==> src/rtl/swz_pkg.sv <==
package swz_pkg;
  localparam int MODE_W = 3;
  localparam int TILE_W = 2;
  localparam int CHAN_BIT = 6;
  localparam int MIN_AW = 18;

  typedef enum logic [MODE_W-1:0] {
    SWZ_NONE     = 3'd0,
    SWZ_B9       = 3'd1,
    SWZ_B9_10    = 3'd2,
    SWZ_B9_11    = 3'd3,
    SWZ_B9_10_11 = 3'd4,
    SWZ_B9_17    = 3'd5,
    SWZ_B9_10_17 = 3'd6,
    SWZ_UNKNOWN  = 3'd7
  } swz_mode_e;

  typedef enum logic [TILE_W-1:0] {
    TILE_LINEAR = 2'd0,
    TILE_X      = 2'd1,
    TILE_Y      = 2'd2,
    TILE_RSVD   = 2'd3
  } tile_e;

  // Channel flip term: XOR of the higher bits the mode folds into bit 6.
  function automatic logic chan_flip(input swz_mode_e m, input logic b9,
                                     input logic b10, input logic b11,
                                     input logic b17);
    logic use10, use11, use17, any;
    any   = (m != SWZ_NONE) && (m != SWZ_UNKNOWN);
    use10 = (m == SWZ_B9_10) || (m == SWZ_B9_10_11) || (m == SWZ_B9_10_17);
    use11 = (m == SWZ_B9_11) || (m == SWZ_B9_10_11);
    use17 = (m == SWZ_B9_17) || (m == SWZ_B9_10_17);
    return (any & b9) ^ (use10 & b10) ^ (use11 & b11) ^ (use17 & b17);
  endfunction

  // Reported mode hides the bit-17 component.
  function automatic swz_mode_e hide_b17(input swz_mode_e m);
    case (m)
      SWZ_B9_17:    return SWZ_B9;
      SWZ_B9_10_17: return SWZ_B9_10;
      default:      return m;
    endcase
  endfunction
endpackage

==> src/rtl/swz_mode_regs.sv <==
module swz_mode_regs
  import swz_pkg::*;
(
  input  logic              clk,
  input  logic              rst_n,
  input  logic              cfg_we,
  input  logic              cfg_sel,
  input  logic [MODE_W-1:0] cfg_mode,
  output swz_mode_e         x_mode,
  output swz_mode_e         y_mode
);
  always_ff @(posedge clk) begin
    if (!rst_n) begin
      x_mode <= SWZ_NONE;
      y_mode <= SWZ_NONE;
    end else if (cfg_we) begin
      if (cfg_sel) y_mode <= swz_mode_e'(cfg_mode);
      else         x_mode <= swz_mode_e'(cfg_mode);
    end
  end
endmodule

==> src/rtl/swz_resolve.sv <==
module swz_resolve
  import swz_pkg::*;
(
  input  logic [TILE_W-1:0] tiling,
  input  swz_mode_e         x_mode,
  input  swz_mode_e         y_mode,
  output tile_e             eff_tiling,
  output swz_mode_e         phys_mode,
  output swz_mode_e         rep_mode
);
  swz_mode_e sel_mode;
  logic      tiled_req;

  always_comb begin
    tiled_req = 1'b1;
    sel_mode  = SWZ_NONE;
    case (tile_e'(tiling))
      TILE_X:  sel_mode = x_mode;
      TILE_Y:  sel_mode = y_mode;
      default: tiled_req = 1'b0;
    endcase
    if (!tiled_req || sel_mode == SWZ_UNKNOWN) begin
      eff_tiling = TILE_LINEAR;
      phys_mode  = SWZ_NONE;
    end else begin
      eff_tiling = tile_e'(tiling);
      phys_mode  = sel_mode;
    end
    rep_mode = hide_b17(phys_mode);
  end
endmodule

==> src/rtl/swz_addr_xform.sv <==
module swz_addr_xform
  import swz_pkg::*;
#(
  parameter int AW = 32
) (
  input  logic [AW-1:0] addr_i,
  input  swz_mode_e     mode,
  output logic [AW-1:0] addr_o
);
  logic flip;

  always_comb begin
    flip = chan_flip(mode, addr_i[9], addr_i[10], addr_i[11], addr_i[17]);
    addr_o = addr_i;
    addr_o[CHAN_BIT] = addr_i[CHAN_BIT] ^ flip;
  end
endmodule

==> src/rtl/tile_addr_swizzle.sv <==
module tile_addr_swizzle
  import swz_pkg::*;
#(
  parameter int AW = 32
) (
  input  logic              clk,
  input  logic              rst_n,
  input  logic              cfg_we,
  input  logic              cfg_sel,
  input  logic [MODE_W-1:0] cfg_mode,
  input  logic              in_valid,
  output logic              in_ready,
  input  logic [AW-1:0]     in_addr,
  input  logic [TILE_W-1:0] in_tiling,
  output logic              out_valid,
  input  logic              out_ready,
  output logic [AW-1:0]     out_addr,
  output logic [TILE_W-1:0] out_tiling,
  output logic [MODE_W-1:0] out_mode,
  output logic [MODE_W-1:0] out_phys_mode
);
  localparam int AW_CHECK = (AW >= MIN_AW) ? 1 : 0;

  generate
    if (AW_CHECK == 0) begin : g_bad_aw
      initial $error("tile_addr_swizzle: AW must be at least %0d", MIN_AW);
    end
  endgenerate

  swz_mode_e     x_mode, y_mode;
  tile_e         eff_tiling;
  swz_mode_e     phys_mode, rep_mode;
  logic [AW-1:0] swz_addr;

  // Named internal events used by the checker.
  logic accept_ev;
  logic stall_ev;

  swz_mode_regs u_regs (
    .clk(clk), .rst_n(rst_n), .cfg_we(cfg_we), .cfg_sel(cfg_sel),
    .cfg_mode(cfg_mode), .x_mode(x_mode), .y_mode(y_mode)
  );

  swz_resolve u_resolve (
    .tiling(in_tiling), .x_mode(x_mode), .y_mode(y_mode),
    .eff_tiling(eff_tiling), .phys_mode(phys_mode), .rep_mode(rep_mode)
  );

  swz_addr_xform #(.AW(AW)) u_xform (
    .addr_i(in_addr), .mode(phys_mode), .addr_o(swz_addr)
  );

  assign in_ready  = !out_valid || out_ready;
  assign accept_ev = in_valid && in_ready;
  assign stall_ev  = out_valid && !out_ready;

  always_ff @(posedge clk) begin
    if (!rst_n) begin
      out_valid     <= 1'b0;
      out_addr      <= '0;
      out_tiling    <= TILE_LINEAR;
      out_mode      <= SWZ_NONE;
      out_phys_mode <= SWZ_NONE;
    end else begin
      if (accept_ev) begin
        out_addr      <= swz_addr;
        out_tiling    <= eff_tiling;
        out_mode      <= rep_mode;
        out_phys_mode <= phys_mode;
      end
      if (accept_ev)      out_valid <= 1'b1;
      else if (out_ready) out_valid <= 1'b0;
    end
  end
endmodule

==> config.mk <==
export PLATFORM = sky130hd
export DESIGN_NAME = tile_addr_swizzle
export DESIGN_NICKNAME = d
export VERILOG_FILES = /design/src/rtl/swz_pkg.sv /design/src/rtl/swz_mode_regs.sv /design/src/rtl/swz_resolve.sv /design/src/rtl/swz_addr_xform.sv /design/src/rtl/tile_addr_swizzle.sv
export SDC_FILE = /design/constraint.sdc
export NUM_CORES = 1
export LEC_CHECK = 0
export BUFFER_PORTS_ARGS = -buffer_cell sky130_fd_sc_hd__buf_2
export CORE_ASPECT_RATIO = 1.5
export CORE_MARGIN = 8
export CORE_UTILIZATION = 30
export DETAILED_ROUTE_END_ITERATION = 8
export PLACE_DENSITY_LB_ADDON = 0.08
export RECOVER_POWER = 50
export SLEW_MARGIN = 40
export SYNTH_ARGS = -nofsm -noshare
export SYNTH_HDL_FRONTEND = slang
export SYNTH_HIERARCHICAL = 1
export SYNTH_SLANG_ARGS = --single-unit
==> constraint.sdc <==
create_clock -name clk -period 2.78 [get_ports clk]
set_clock_uncertainty 0.15 [all_clocks]
set_input_delay 0.417 -clock clk [delete_from_list [all_inputs] [get_ports clk]]
set_output_delay 0.417 -clock clk [all_outputs]
set_load 0.05 [all_outputs]
### After elaboration in Yosys (flattened, before gate mapping)

Index checks and enable logic that the tools add are counted.

* reductions and logical operators: 15
* mux-type cells: 7
* bitwise gates (word level): 9
* eq/ne operators: 9

Operators with widths (count)
* $eq 3x3->1 const B: 4
* $pmux 3 s2: 2
* $eq 3x2->1 const B: 2
* $logic_or 1x1->1: 6
* $and 1x1->1: 4
* $reduce_and 2->1: 2
* $xor 1x1->1: 4
* $mux 1: 3
* $mux 3: 1
* $ne 3x3->1 const B: 1
* $reduce_bool 3->1: 1
* $eq 2x1->1 const B: 1
* $eq 2x2->1 const B: 1
* $logic_and 1x1->1: 2
* $logic_not 1->1: 2
* $mux 2: 1
* $reduce_bool 2->1: 1
* $reduce_or 2->1: 1
* $not 1->1: 1

* input bits: 43
* register bits after elaboration: 47
* logic and storage cells: 47
* output and inout bits: 42

### Logic depth before layout (Yosys ltp)

Gate-level depths: netlist (run 1).

* word-level depth: 14
* depth in mapped cells: 10

### By module

Netlist (run 1), hierarchy kept.

Modules (own cells, without submodules)
* tile_addr_swizzle: area an instance 1682.9 sq um, cells an instance 179, sequential area each 820.8 sq um, instances 1
* swz_addr_xform: area an instance 334.1 sq um, cells an instance 42, sequential area each 0.0 sq um, instances 1
* swz_mode_regs: area an instance 236.5 sq um, cells an instance 25, sequential area each 120.1 sq um, instances 1
* swz_resolve: area an instance 203.9 sq um, cells an instance 22, sequential area each 0.0 sq um, instances 1

### Worst setup path before layout (run 1)

No wires, ideal clock.

* kind: input -> register
* start: input port in_tiling[0]
* end: register out_addr[6]
* data arrival time: 2.132 ns
* setup time: 0.072 ns
* path slack: 0.426 ns
* cell stages on the path: 10
* cells stage by stage: inv_1 ha_1 a22o_2 a211oi_2 a21boi_0 o22ai_2 xor2_1 xnor2_1 nand2_1 mux2i_1

* word-level cells in the longest chain between the ends: 14
* elaborated cells between the ends (all ways): 29
* classes of those cells: 9 x eq/ne; 3 x mux; 8 x bitwise; 9 x reduce/logical

RTL lines
* from (decl): line tile_addr_swizzle.sv:14 `input logic [TILE_W-1:0] in_tiling,`
* parallel branches: the longest is 5 deep, another holds $pmux 3 s2
* $mux 3 *: line swz_resolve.sv:22 `if (!tiled_req || sel_mode == SWZ_UNKNOWN) begin`
* net phys_mode[1]: line tile_addr_swizzle.sv:32 `swz_mode_e phys_mode, rep_mode;`
* $eq 3x2->1 / $eq 3x3->1 (equally long branches): line swz_pkg.sv:31, swz_pkg.sv:32
* $logic_or 1x1->1 (2 in a row): line swz_pkg.sv:31 `use10 = (m == SWZ_B9_10) || (m == SWZ_B9_10_11) || (m == SWZ_B9_10_17);`
* $and 1x1->1: line swz_pkg.sv:34 `return (any & b9) ^ (use10 & b10) ^ (use11 & b11) ^ (use17 & b17);`
* $xor 1x1->1 (2 in a row): line swz_pkg.sv:34
* $xor 1x1->1 *: line swz_pkg.sv:34
* $xor 1x1->1 *: line swz_addr_xform.sv:15 `addr_o[CHAN_BIT] = addr_i[CHAN_BIT] ^ flip;`
* net swz_addr[6]: line tile_addr_swizzle.sv:33 `logic [AW-1:0] swz_addr;`
* to (signal assigned): line tile_addr_swizzle.sv:66 `out_addr <= swz_addr;`
* to (decl): line tile_addr_swizzle.sv:17 `output logic [AW-1:0] out_addr,`

Mark *: on every way through the listed nets, which the timed path passes.
A chain may end at the register's enable or synchronous reset.

### Worst setup path after layout (run 1)

Ends and elaborated chain as after synthesis.

==> results of run 1 <==
[cell usage in the layout (no fill, tap or decap), types with 2 or more instances in the layout]
cell type | synthesis | routed
a22oi_2 | 2 | 2
inv_1 | 4 | 4
buf_2 | 4 | 47
ha_1 | 2 | 2
a41oi_1 | 2 | 2
nand2b_1 | 2 | 2
a21boi_0 | 2 | 2
dfxtp_1 | 47 | 47
clkbuf_1 | 7 | 37
buf_4 | 33 | 3
clkbuf_16 | 0 | 5
nand4b_1 | 2 | 2
a22o_2 | 2 | 2
nand2_1 | 90 | 90
mux2i_1 | 46 | 46
[power by group through the flow]
| stage | clock, mW | combinational [mW] | sequential [mW] |
|---|---|---|---|
| 4_1_cts | 0.729 | 0.335 | 0.734 |
| 3_3_place_gp | 0 | 0.332 | 0.748 |
| 2_1_floorplan | 0 | 0.171 | 0.865 |
| 6_report | 0.700 | 0.317 | 0.734 |
| 3_5_place_dp | 0 | 0.335 | 0.749 |
| 5_1_grt | 0.754 | 0.341 | 0.740 |
[cell type report]
cell class	count	share of cell area
Clock buffer	6	0.0500
Sequential cell	47	0.339
Clock inverter	2	0.0126
Multi-Input combinational cell	168	0.402
Timing Repair Buffer	88	0.145
Inverter	4	0.00540
Tap cell	105	0.0473
[logic make-up (layout without fill, tap and decap cells)]
| group | after synthesis | in the layout | synth area share |
|---|---|---|---|
| and+or+nand+nor | 99 | 99 | 0.170 |
| buffers and inverters | 53 | 100 | 0.163 |
| muxes | 47 | 47 | 0.192 |
| DFF | 47 | 47 | 0.383 |
| AOI/OAI and AO/OA | 18 | 18 | 0.0748 |
| adders and majority gates | 2 | 2 | 0.0102 |
| xor gates and xnor gates | 2 | 2 | 0.00713 |
[metal layers]
| metal | wire length (um) | share of wire | vias to the layer above |
|---|---|---|---|
| met5 | 0 | 0 | - |
| met4 | 79 | 0.014 | 0 |
| met3 | 316 | 0.056 | 6 |
| met2 | 2670 | 0.48 | 50 |
| met1 | 2540 | 0.45 | 831 |
| li1 | - | - | 942 |
[worst paths after layout]
path         slack, ns  cells past startpoint                        end                     startpoint
min               0.22                      3   out_addr[2]$_SDFFE_PN0P_                     in_addr[2]
min reg2reg       0.30                      2  out_addr[10]$_SDFFE_PN0P_      out_addr[10]$_SDFFE_PN0P_
max               0.56                     11   out_addr[6]$_SDFFE_PN0P_                   in_tiling[0]
max reg2reg       0.76                      8   out_addr[6]$_SDFFE_PN0P_  u_regs/y_mode[2]$_SDFFE_PN0P_
[metrics by stage]
stage | hold WS [ns] | power (mW) | worst slack (ns) | cell area [um^2]
2_1_floorplan | 0.308 | 1.04 | 0.426 | 2460
3_3_place_gp | 0.291 | 1.08 | 0.302 | 2670
3_5_place_dp | 0.295 | 1.08 | 0.253 | 2670
4_1_cts | 0.216 | 1.80 | 0.550 | 2840
5_1_grt | 0.223 | 1.83 | 0.356 | 2780
6_report | 0.222 | 1.75 | 0.557 | 2780
[flip-flops by register name, indices dropped and copies added (netlist names)]
signal / flops
out_tiling: 2
u_regs/x_mode: 3
u_regs/y_mode: 3
out_valid: 1
out_phys_mode: 3
out_mode: 3
out_addr: 32
[critical path, cell delays in order]
cell      delay, ns
buf_2          0.10
inv_1          0.04
ha_1           0.27
a22oi_2        0.26
o211a_1        0.35
mux2_1         0.35
nand2_1        0.08
o211ai_2       0.08
xnor2_1        0.15
nand2_1        0.06
mux2i_1        0.12
==> impl_metrics.yaml, run 1 <==
status:
  status: "finished, final reports clean"
pwr:
  internal_power_mw: 1.25
  p_leak_nw: 1.23
  p_sw_frac: 0.285
  ir_drop_v: 0.000261
  power_density_nw_per_um2: 630
  clockPowerShare: 0.400
  sequentialPowerShare: 0.419
  p_comb_frac: 0.181
  p_sw_uw: 499
critical_path:
  cp-end-kind: "flip-flop"
  worstPathRequired_ns: 2.84
  crit_type: "primary input to flip-flop"
  cp-start-kind: "primary input"
  path_max_fanout: 7
  arrival_ns: 2.29
clock_tree:
  cts-resized-gates: 0
  clockRootBuffer: "clkbuf_16"
  cts_buffers: 5
  clk_latency_ns: 0.28
  cts_sinks: 47
  cts_max_level: 2
  postCtsHoldBufs: 0
  clock_path_buffers: 2
  cts_setup_buffers: 0
  clk_pin_slew_worst_paths_ns: 0.06
  cts_tree: "done"
grt:
  use_met3: 0.0319
  use_met1: 0.106
  grt_pass1_vias: 1817
  grt_overflow_total: 0
  grt_pass1_wl_mm: 8.94
  grt_antenna_before_repair: 0
  top_usage_layer: "met2"
  grt_max_degree: 58
  grt.total_usage: 0.0938
  grt_util_met2: 0.159
finish:
  n_antenna_cell: 0
  stdcell_count: 420
  final-seq-area_um2: 941
  final.fill_count: 883
  drive_gt1_frac: 0.225
  syn2layout_area_growth_pct: 13.1
  finalCoreUtilization: 0.347
  final_nets: 359
  multi_input_area_um2: 1120
run:
  maxCapViolations: 0
sta:
  slew_headroom: 0.307
  fmax_mhz: 450
  rsz0062_at_grt: "false"
  fin_crit_sh: 0.800
  tightest_slew_ns: 1.04
  fin_crit_ns: 2.22
  setup_viol: 0
  slew_violations: 0
  hold_viol: 0
  setup_tns_ns: 0
synthesis:
  synth_edf_count: 0
  synthCells: 268
  async_flop_share: 0
  ys.flop_type: "dfxtp_1"
  ys_seq_area_frac: 0.383
  ys_warn_count: 6
  syn-cell-area_um2: 2460
  synthMostInstantiatedCell: "nand2_1"
  ys_top_cells_by_count: "nand2_1, dfxtp_1, mux2i_1"
  avgSynthCellArea_um2: 9.17
  synth.area.top_cells: "dfxtp_1, mux2i_1, nand2_1"
  synth_seq_cells: 47
  synth_nets: 313
  yosysTopAreaCellShare: 0.383
  synth.distinct_cells: 34
  synth_area_leader_cell: "dfxtp_1"
detailed_routing:
  drt_iter0_drc: 81
  dr.pass1.iters: 4
  wl_per_cell_um: 13.3
  dr_total_vias: 1829
  drc: 0
  via_per_inst: 4.35
  postRouteWirelength_mm: 5.60
  ant_nets: 0
min_path:
  min_path_type: "primary input to flip-flop"
placement:
  placed_cells: 412
  place.port_buffers: 84
  dp_hpwl_mm: 4.03
  globalplace.congestion: 0.772
floorplan:
  dieArea_um2: 11400
  rows: 40
  coreArea_um2: 8010
  io_pins: 85
  die_x_um: 89.9
  start_util: 0.307
  die_height_um: 127
Power figures use the tool's default switching activity.
==> run 2: changes to the inputs <==
==> constraint.sdc (replaced) <==
create_clock -name clk -period 2.13 [get_ports clk]
set_clock_uncertainty 0.15 [all_clocks]
set_input_delay 0.3195 -clock clk [delete_from_list [all_inputs] [get_ports clk]]
set_output_delay 0.3195 -clock clk [all_outputs]
set_load 0.05 [all_outputs]
==> impl_metrics.yaml, run 2 (synthesized netlist as in run 1, its figures left out) <==
clock_tree:
  clock_path_buffers: 2
  postCtsHoldBufs: 0
  cts_tree: "done"
  cts_buffers: 5
  cts_max_level: 2
  cts_sinks: 47
  clk_pin_slew_worst_paths_ns: 0.07
  clk_latency_ns: 0.28
  clockRootBuffer: "clkbuf_16"
finish:
  final.fill_count: 863
  final_common_cell: "nand2_1"
  final_nets: 367
  final-seq-area_um2: 945
  syn2layout_area_growth_pct: 20.6
  largest_reg_flops: 32
  n_antenna_cell: 0
  drive_gt1_frac: 0.300
  final_cell_mix: "nand2_1, buf_2, mux2i_1, dfxtp_1, clkbuf_1"
  multi_input_area_um2: 1200
  top_register: "out_addr"
sta:
  rsz0062_at_grt: "true"
  fin_crit_sh: 0.937
  slew_violations: 0
  fmax_mhz: 501
  slew_headroom: 0.571
  hold_viol: 0
  fin_crit_ns: 1.99
  hold-worst-slack_ns: 0.122
  setup_viol: 0
  setup_slack_ns: 0.135
  tightest_slew_ns: 0.647
placement:
  dp_hpwl_mm: 4.15
  place_ws_ns: -0.161
  place.port_buffers: 84
  globalplace.congestion: 0.763
grt:
  grt_pass1_wl_mm: 8.75
  grt.total_usage: 0.0928
  grt_overflow_total: 0
  grt_antenna_before_repair: 0
  grt_pass1_vias: 1835
  grt_max_degree: 91
critical_path:
  crit_type: "primary input to flip-flop"
  arrival_ns: 2.06
  worstPathRequired_ns: 2.19
  crit_family: "compound AO/OA/AOI/OAI gates"
  cp-start-kind: "primary input"
  cp-end-kind: "flip-flop"
  max_stage_delay_ns: 0.37
  crit_buf_inv: 2
  cp_slowest_cell: "a311oi_4"
  path_max_fanout: 6
  path_cells: "buf_8 > inv_4 > ha_4 > a31o_4 > a311oi_4 > a2bb2oi_2 > o22ai_4 > xor2_1 > xnor2_1 > nand2_1 > mux2i_1"
floorplan:
  die_height_um: 127
  coreArea_um2: 8010
  io_pins: 85
  die_x_um: 89.9
  start_util: 0.307
  rows: 40
  dieArea_um2: 11400
pwr:
  p_sw_frac: 0.299
  clockPowerShare: 0.360
  sequentialPowerShare: 0.433
  power_density_nw_per_um2: 747
  p_comb_frac: 0.207
  p_leak_nw: 1.31
  ir_drop_v: 0.000326
  p_sw_uw: 661
  internal_power_mw: 1.55
detailed_routing:
  dr_total_vias: 1857
  postRouteWirelength_mm: 5.69
  dr.pass1.iters: 4
  drc: 0
  ant_nets: 0
  via_per_inst: 4.34
  drt_iter0_drc: 53
  wl_per_cell_um: 13.3
run:
  maxCapViolations: 0
status:
  status: "finished, final reports clean"
min_path:
  min_path_type: "primary input to flip-flop"
run 2: cell types whose count changed in the layout (fill, tap and decap cells not counted), moves of 3 or more:
cell | before | now
dfxtp_2 | 0 | 3
buf_2 | 47 | 51
buf_4 | 3 | 10
clkbuf_1 | 37 | 31
dfxtp_1 | 47 | 44
run 2: path summary, 6_finish.rpt:
path / cells after the start / start / endpoint / slack (ns)
worst min-delay path: 3 / in_addr[22] / out_addr[22]$_SDFFE_PN0P_ / 0.12
worst max-delay path: 11 / in_tiling[0] / out_addr[6]$_SDFFE_PN0P_ / 0.14
worst max register to register: 8 / u_regs/y_mode[1]$_SDFFE_PN0P_ / out_addr[6]$_SDFFE_PN0P_ / 0.15
worst min register to register: 2 / out_addr[8]$_SDFFE_PN0P_ / out_addr[8]$_SDFFE_PN0P_ / 0.31
run 2: what timing repair did:
action / CTS / global route
resized for setup: 0 / 21
hold endpoints to repair: 0 / 0
setup endpoints to repair: 0 / 1
buffers inserted: 0 / 2
run 2: tightest hold or removal path: cells and delay by family:
kind	cells	cell delay [ns]
buf+inv	1	0.09
mux	1	0.05
simple gates	1	0.04
run 2: cell type report:
| class | count | area share |
|---|---|---|
| timing repair buffer | 96 | 0.173 |
| sequential | 47 | 0.319 |
| clock buffer | 6 | 0.0469 |
| tap | 105 | 0.0443 |
| multi-input combinational | 168 | 0.405 |
| inverter | 4 | 0.00591 |
| clock inverter | 2 | 0.00549 |
run 2: metal layers:
layer	track usage	part of all wire	routed length [um]	up-vias
met5	0	0	0	-
met4	0.0325	0.013	72	0
met3	0.0384	0.070	401	5
met1	0.0979	0.42	2420	845
li1	-	-	-	956
met2	0.162	0.49	2800	51
run 2: through the flow:
step	total power [mW]	util	std cells	area (um^2)	TNS, ns
floorplan	1.36	-	268	2480	0
global placement	1.43	0.345	419	2760	-0.141
detailed placement	1.43	0.345	419	2760	-0.161
CTS	2.25	0.364	427	2910	0
global route	2.32	0.370	428	2960	-0.0310
finish	2.21	0.370	428	2960	0
run 2: power groups by stage:
stage	Clock [mW]	Combinational, mW	Sequential (mW)
2_1_floorplan	0	0.230	1.13
3_3_place_gp	0	0.453	0.976
3_5_place_dp	0	0.457	0.977
4_1_cts	0.834	0.458	0.957
5_1_grt	0.867	0.491	0.965
6_report	0.795	0.458	0.959
